`src/rtl/dbg_cmd_engine.sv`:
```
module dbg_cmd_engine #(
  parameter int AW = 32,
  parameter int DW = 32,
  parameter int SRW = 5,
  parameter int RST_CYCLES = 512
) (
  input  logic           clk,
  input  logic           rst_n,
  input  logic           cmd_valid,
  output logic           cmd_ready,
  input  logic [3:0]     cmd_op,
  input  logic [1:0]     cmd_size,
  input  logic [AW-1:0]  cmd_addr,
  input  logic [DW-1:0]  cmd_data,
  output logic           rsp_valid,
  output logic [1:0]     rsp_status,
  output logic [DW-1:0]  rsp_data,
  output logic           bus_req,
  output logic           bus_we,
  output logic [1:0]     bus_size,
  output logic [2:0]     bus_fc,
  output logic [AW-1:0]  bus_addr,
  output logic [DW-1:0]  bus_wdata,
  input  logic           bus_ack,
  input  logic [DW-1:0]  bus_rdata,
  input  logic [2:0]     sfc,
  input  logic [2:0]     dfc,
  output logic [3:0]     reg_sel,
  output logic           reg_we,
  output logic [DW-1:0]  reg_wdata,
  input  logic [DW-1:0]  reg_rdata,
  output logic [SRW-1:0] sr_sel,
  output logic           sr_we,
  output logic [DW-1:0]  sr_wdata,
  input  logic [DW-1:0]  sr_rdata,
  input  logic           sr_readable,
  input  logic [AW-1:0]  pc_in,
  output logic           go_valid,
  output logic [AW-1:0]  go_pc,
  output logic           periph_rst
);
  localparam int CW = $clog2(RST_CYCLES + 1);

  localparam logic [3:0] OP_NOP  = 4'd0;
  localparam logic [3:0] OP_MRD  = 4'd1;
  localparam logic [3:0] OP_MWR  = 4'd2;
  localparam logic [3:0] OP_DUMP = 4'd3;
  localparam logic [3:0] OP_FILL = 4'd4;
  localparam logic [3:0] OP_RREG = 4'd5;
  localparam logic [3:0] OP_WREG = 4'd6;
  localparam logic [3:0] OP_RSYS = 4'd7;
  localparam logic [3:0] OP_WSYS = 4'd8;
  localparam logic [3:0] OP_GO   = 4'd9;
  localparam logic [3:0] OP_CALL = 4'd10;
  localparam logic [3:0] OP_RST  = 4'd11;

  localparam logic [1:0] ST_OK  = 2'd0;
  localparam logic [1:0] ST_ILL = 2'd1;
  localparam logic [1:0] ST_DEN = 2'd2;

  localparam logic [1:0] BLK_NONE = 2'd0;
  localparam logic [1:0] BLK_RD   = 2'd1;
  localparam logic [1:0] BLK_WR   = 2'd2;

  localparam logic [2:0] FC_STACK = 3'd5;
  localparam logic [3:0] SP_IDX   = 4'd15;

  typedef enum logic [2:0] {S_IDLE, S_EXEC, S_BUS, S_CFIN, S_GO} state_t;

  state_t        state, ex_next;
  logic [3:0]    q_op;
  logic [1:0]    q_size, q_bsize, blk;
  logic [AW-1:0] q_addr, q_baddr, ptr;
  logic [DW-1:0] q_data;
  logic          q_we;
  logic [2:0]    q_fc;
  logic [CW-1:0] rcnt;
  logic          ex_done;
  logic [1:0]    ex_st;
  logic [DW-1:0] ex_dat;
  logic          is_direct, is_wr;

  function automatic logic [DW-1:0] fit(input logic [DW-1:0] d, input logic [1:0] s);
    case (s)
      2'd0:    fit = {{(DW-8){1'b0}}, d[7:0]};
      2'd1:    fit = {{(DW-16){1'b0}}, d[15:0]};
      default: fit = d;
    endcase
  endfunction

  assign cmd_ready = (state == S_IDLE);
  assign is_direct = (q_op == OP_MRD) || (q_op == OP_MWR);
  assign is_wr     = (q_op == OP_MWR) || (q_op == OP_FILL);

  assign bus_req   = (state == S_BUS);
  assign bus_we    = q_we;
  assign bus_addr  = q_baddr;
  assign bus_size  = q_bsize;
  assign bus_fc    = q_fc;
  assign bus_wdata = q_data;

  assign reg_sel   = (state == S_EXEC && (q_op == OP_RREG || q_op == OP_WREG)) ? q_addr[3:0] : SP_IDX;
  assign reg_we    = (state == S_EXEC && q_op == OP_WREG) || (state == S_CFIN);
  assign reg_wdata = (state == S_CFIN) ? DW'(q_baddr) : q_data;

  assign sr_sel    = q_addr[SRW-1:0];
  assign sr_we     = (state == S_EXEC) && (q_op == OP_WSYS);
  assign sr_wdata  = q_data;

  assign go_valid  = (state == S_GO);
  assign go_pc     = (q_op == OP_CALL) ? q_addr : pc_in;

  assign periph_rst = (rcnt != '0);

  always_comb begin
    ex_done = 1'b1;
    ex_st   = ST_OK;
    ex_dat  = '0;
    ex_next = S_IDLE;
    case (q_op)
      OP_NOP, OP_WREG, OP_WSYS, OP_RST: ;
      OP_MRD, OP_MWR, OP_DUMP, OP_FILL: begin
        if (q_size == 2'd3 || (q_op == OP_DUMP && blk != BLK_RD) ||
            (q_op == OP_FILL && blk != BLK_WR))
          ex_st = ST_ILL;
        else begin
          ex_done = 1'b0;
          ex_next = S_BUS;
        end
      end
      OP_RREG: ex_dat = reg_rdata;
      OP_RSYS: begin
        if (sr_readable) ex_dat = sr_rdata;
        else ex_st = ST_DEN;
      end
      OP_GO: begin
        ex_done = 1'b0;
        ex_next = S_GO;
      end
      OP_CALL: begin
        ex_done = 1'b0;
        ex_next = S_BUS;
      end
      default: ex_st = ST_ILL;
    endcase
  end

  always_ff @(posedge clk or negedge rst_n) begin
    if (!rst_n) begin
      state      <= S_IDLE;
      q_op       <= OP_NOP;
      q_size     <= '0;
      q_addr     <= '0;
      q_data     <= '0;
      q_baddr    <= '0;
      q_bsize    <= '0;
      q_we       <= 1'b0;
      q_fc       <= '0;
      ptr        <= '0;
      blk        <= BLK_NONE;
      rsp_valid  <= 1'b0;
      rsp_status <= ST_OK;
      rsp_data   <= '0;
    end else begin
      rsp_valid <= 1'b0;
      case (state)
        S_IDLE: if (cmd_valid) begin
          q_op   <= cmd_op;
          q_size <= cmd_size;
          q_addr <= cmd_addr;
          q_data <= cmd_data;
          state  <= S_EXEC;
        end
        S_EXEC: begin
          state <= ex_next;
          if (ex_done) begin
            rsp_valid  <= 1'b1;
            rsp_status <= ex_st;
            rsp_data   <= ex_dat;
          end
          if (q_op == OP_CALL) begin
            q_baddr <= reg_rdata[AW-1:0] - AW'(4);
            q_we    <= 1'b1;
            q_fc    <= FC_STACK;
            q_bsize <= 2'd2;
            q_data  <= DW'(pc_in);
          end else begin
            q_baddr <= is_direct ? q_addr : ptr;
            q_we    <= is_wr;
            q_fc    <= is_wr ? dfc : sfc;
            q_bsize <= q_size;
          end
        end
        S_BUS: if (bus_ack) begin
          if (q_op == OP_CALL) state <= S_CFIN;
          else begin
            state      <= S_IDLE;
            rsp_valid  <= 1'b1;
            rsp_status <= ST_OK;
            rsp_data   <= q_we ? '0 : fit(bus_rdata, q_bsize);
            ptr        <= q_baddr + (AW'(1) << q_bsize);
            blk        <= q_we ? BLK_WR : BLK_RD;
          end
        end
        S_CFIN: state <= S_GO;
        S_GO: begin
          state      <= S_IDLE;
          rsp_valid  <= 1'b1;
          rsp_status <= ST_OK;
          rsp_data   <= '0;
        end
        default: state <= S_IDLE;
      endcase
    end
  end

  always_ff @(posedge clk or negedge rst_n) begin
    if (!rst_n)
      rcnt <= '0;
    else if (state == S_EXEC && q_op == OP_RST && rcnt == '0)
      rcnt <= CW'(RST_CYCLES);
    else if (rcnt != '0)
      rcnt <= rcnt - 1'b1;
  end
endmodule

```
`config.mk`:
```
export PLATFORM = sky130hd
export DESIGN_NAME = dbg_cmd_engine
export DESIGN_NICKNAME = d
export VERILOG_FILES = /design/src/rtl/dbg_cmd_engine.sv
export SDC_FILE = /design/constraint.sdc
export NUM_CORES = 1
export LEC_CHECK = 0
export BUFFER_PORTS_ARGS = -buffer_cell sky130_fd_sc_hd__buf_2
export CELL_PAD_IN_SITES_DETAIL_PLACEMENT = 1
export CELL_PAD_IN_SITES_GLOBAL_PLACEMENT = 2
export CORE_MARGIN = 2
export CORE_UTILIZATION = 26
export CTS_CLUSTER_DIAMETER = 80
export CTS_CLUSTER_SIZE = 12
export DETAILED_ROUTE_END_ITERATION = 6
export PLACE_DENSITY_LB_ADDON = 0.1
export RECOVER_POWER = 100
export SETUP_SLACK_MARGIN = 0.5
export SLEW_MARGIN = 15
export SYNTH_ARGS = -nofsm -noshare
export SYNTH_HDL_FRONTEND = slang
export SYNTH_SLANG_ARGS = --single-unit
```
`constraint.sdc`:
```
create_clock -name clk -period 2.2 [get_ports clk]
set_clock_uncertainty 0.05 [all_clocks]
set_input_delay 0.33 -clock clk [delete_from_list [all_inputs] [get_ports clk]]
set_output_delay 0.33 -clock clk [all_outputs]
set_load 0.05 [all_outputs]
```
==> results.yml <==
outcome:
  status: "complete, but fails checks"
  violations: "setup timing"
grt:
  antenna_found_initial: 1
  grt_pass1_wl_mm: 81.71
  grt_usage_pct: 25.11
  grt_pass1_vias: 12490
  grt_overflow: 0
  grt_max_degree: 50
critical_path:
  crit_slowest_cell: "dfrtp_2"
  cp.arrival_ps: 2050
  start_kind: "flop"
  path_cells: "nand3b_1, buf_8, buf_6, buf_16, mux2_4, buf_6"
  max_stage_delay_ps: 400
  worstSetupPathType: "reg -> out"
  cp_max_fo: 8
  required_ps: 1820
  cp-end-kind: "output port"
  cp_common_cell: "buf_6"
logic_synthesis:
  dominantRegCellSynth: "dfrtp_1"
  ys_types: 60
  yosysTopAreaCell: "dfrtp_1"
  syn-instance-count: 1200
  synth_edf_count: 0
  synthAdderAreaFrac_pct: 0.7737
  synth_xor_area_share_pct: 4.779
  synth_compound_area_share_pct: 13.61
  synth_top_family_by_area: "simple AND/OR/NAND/NOR gates"
  synth.ff_latch_count: 190
  syn_avg_cell_area_um2: 9.164
  syn_area_um2: 11000
  synth.most_common_cell: "nand2_1"
  seq_area_frac_synth_pct: 43.24
  yosys.area_share.simple_pct: 18.42
  synth.area.top_cells: "dfrtp_1 43%, nand2_1 8.2%, mux2_2 7.7%"
  async_flop_share_pct: 100.0
  synthTopCellsByCount: "240 x nand2_1, 190 x dfrtp_1, 75 x mux2_2"
  synth.top_cell.area_share_pct: 43.24
  yosys_warnings: 0
  synth.area.mux_share_pct: 13.63
  synth_nets: 1415
sta:
  layout_setup_ws_ps: -228.5
  finalSetupViolCount: 206
  hold_ws_ps: 36.32
  timing.final.crit_share_pct: 110.4
  worst_slew_pin_slew_ps: 1425
  fmax_mhz: 411.8
  tns_ps: -22210
  relSlewSlack_pct: 4.996
  hold_viol: 0
  min_period_ps: 2428
  slew_violations: 0
  rsz0062_at_grt: "true"
cells_and_area:
  multi_input_area_um2: 8433
  fillers: 4545
  syn2layout_area_growth_pct: 90.09
  seqCellArea_um2: 4778
  layout-drive-gt1-share_pct: 56.26
  fin_nets: 2056
power_and_ir_drop:
  p_leak_nw: 9.210
  ir_drop_uv: 898.8
  power_density_nw_per_um2: 1805
die:
  start_util_pct: 26.28
  fp.dieH_um: 209.7
  dieWidth_um: 209.7
  rows: 75
  ios: 425
  fp.coreArea_um2: 41850
  die_area_um2: 43960
drt:
  wl_mm: 56.83
  antenna_left: 0
  drtIter0Drc: 443
  via_count: 11810
  post_drt_via_cell_ratio: 4.932
  drt-pass1-iter-count: 4
  avgRoutedWirePerCell_um: 23.74
  drc: 0
place:
  hpwl_mm: 36.46
  place.port_buffers: 424
  routabilityCongestion: 0.8057
  place_ws_ps: -260.1
clocking:
  cts-root-buf: "clkbuf_16"
  cts_buffers: 17
  h-tree-depth: 4
  cts.sink_count: 190
  clk_path_buf_depth: 2
  cts_tree: "built"
  clk_pin_slew_ps: 80
  insertion_delay_ps: 470
hold_path:
  hp-class: "in -> reg"
job:
  drv_cap: 0
## layout make-up
cell class	instances	area share, %
diodes	1	0.01197
inverters	8	0.1556
flip-flops and latches	190	22.86
clock inverters	11	0.7841
well taps	539	3.226
repair buffers	734	30.42
multi-input cells	890	40.34
clock buffers	21	2.203
## cells in the final DEF, fill, tap and decap left out, types with 34 or more instances in the layout
master    instances
buf_2           207
dfrtp_1         171
buf_4           165
clkbuf_1        144
nand2_1         101
buf_6            88
mux2_4           72
nand2_8          67
mux2i_1          58
o21ai_1          54
buf_8            48
nand2_2          40
buf_12           40
nand2_4          34
xor2_1           34
## power breakdown
| group | internal [mW] | leakage, nW | total [mW] | switching (mW) |
|---|---|---|---|---|
| registers | 5.13 | 2.35 | 7.15 | 2.02 |
| logic | 11.6 | 6.56 | 27.1 | 15.5 |
| clock network | 1.96 | 0.303 | 3.47 | 1.51 |
| total | 18.7 | 9.21 | 37.7 | 19.1 |
## metal layers
layer	part of all wire [%]	vias to the layer above	GRT usage, %
met2	50	302	41.15
met4	1.5	0	7.068
met3	4.6	37	5.162
li1	-	5462	-
met1	44	6007	33.58
met5	0	-	0
## critical path: cells and delay by family (launching register included)
kind | cells | cell delay, ps
buf+inv | 4 | 630
flops | 1 | 400
mux | 1 | 300
simple gates | 1 | 240
## timing repair
action	CTS	global route
endpoints found under the setup margin	261	276
gates resized for setup	428	202
endpoints found under the hold margin	43	0
gates cloned	30	5
buffers inserted	83	44
pin swaps	99	90
hold buffers	1	0
## path summary, 6_finish.rpt
path	from	end	slack, ps	cells after the start
hold reg to reg	ptr[12]$_DFFE_PN0P_	ptr[12]$_DFFE_PN0P_	440	2
min in group asynchronous	rst_n	bus_wdata[6]$_DFFE_PN0P_	700	2
setup reg to reg	q_op[1]$_DFFE_PN0P_	rsp_data[24]$_DFFE_PN0P_	-170	8
hold / removal	cmd_addr[4]	q_addr[4]$_DFFE_PN0P_	40	2
setup / recovery	state[2]$_DFFE_PN0P_	reg_wdata[20]	-230	6
max in group asynchronous	rst_n	rcnt[5]$_DFFE_PN0P_	180	3
## state kept, by name, indices dropped and copies added, names as in the netlist
register    flops
blk             2
bus_addr       32
bus_fc          3
bus_size        2
bus_wdata      32
bus_we          1
ptr            32
q_addr         32
q_op            4
q_size          2
rcnt           10
rsp_data       32
rsp_status      2
rsp_valid       1
state           3
## logic make-up (layout without fill, tap and decap cells)
| kind of cell | after synthesis | in the layout |
|---|---|---|
| simple gates | 437 | 437 |
| compound gates | 246 | 246 |
| flops | 190 | 190 |
| mux | 140 | 140 |
| buf+inv | 120 | 774 |
| xor+xnor | 60 | 60 |
| fa+ha+maj | 7 | 7 |
| other cells | 0 | 1 |
## stage by stage
step | power, mW | area (um^2) | std cells | utilization [%]
floorplan | 21.42 | 13050 | 1200 | -
global placement | 25.66 | 16180 | 2198 | 38.67
detailed placement | 25.90 | 16180 | 2198 | 38.67
CTS | 36.25 | 19890 | 2344 | 47.53
global route | 39.51 | 20900 | 2393 | 49.94
finish | 37.73 | 20900 | 2394 | 49.95
No activity file was read; power rests on OpenSTA's default activity.
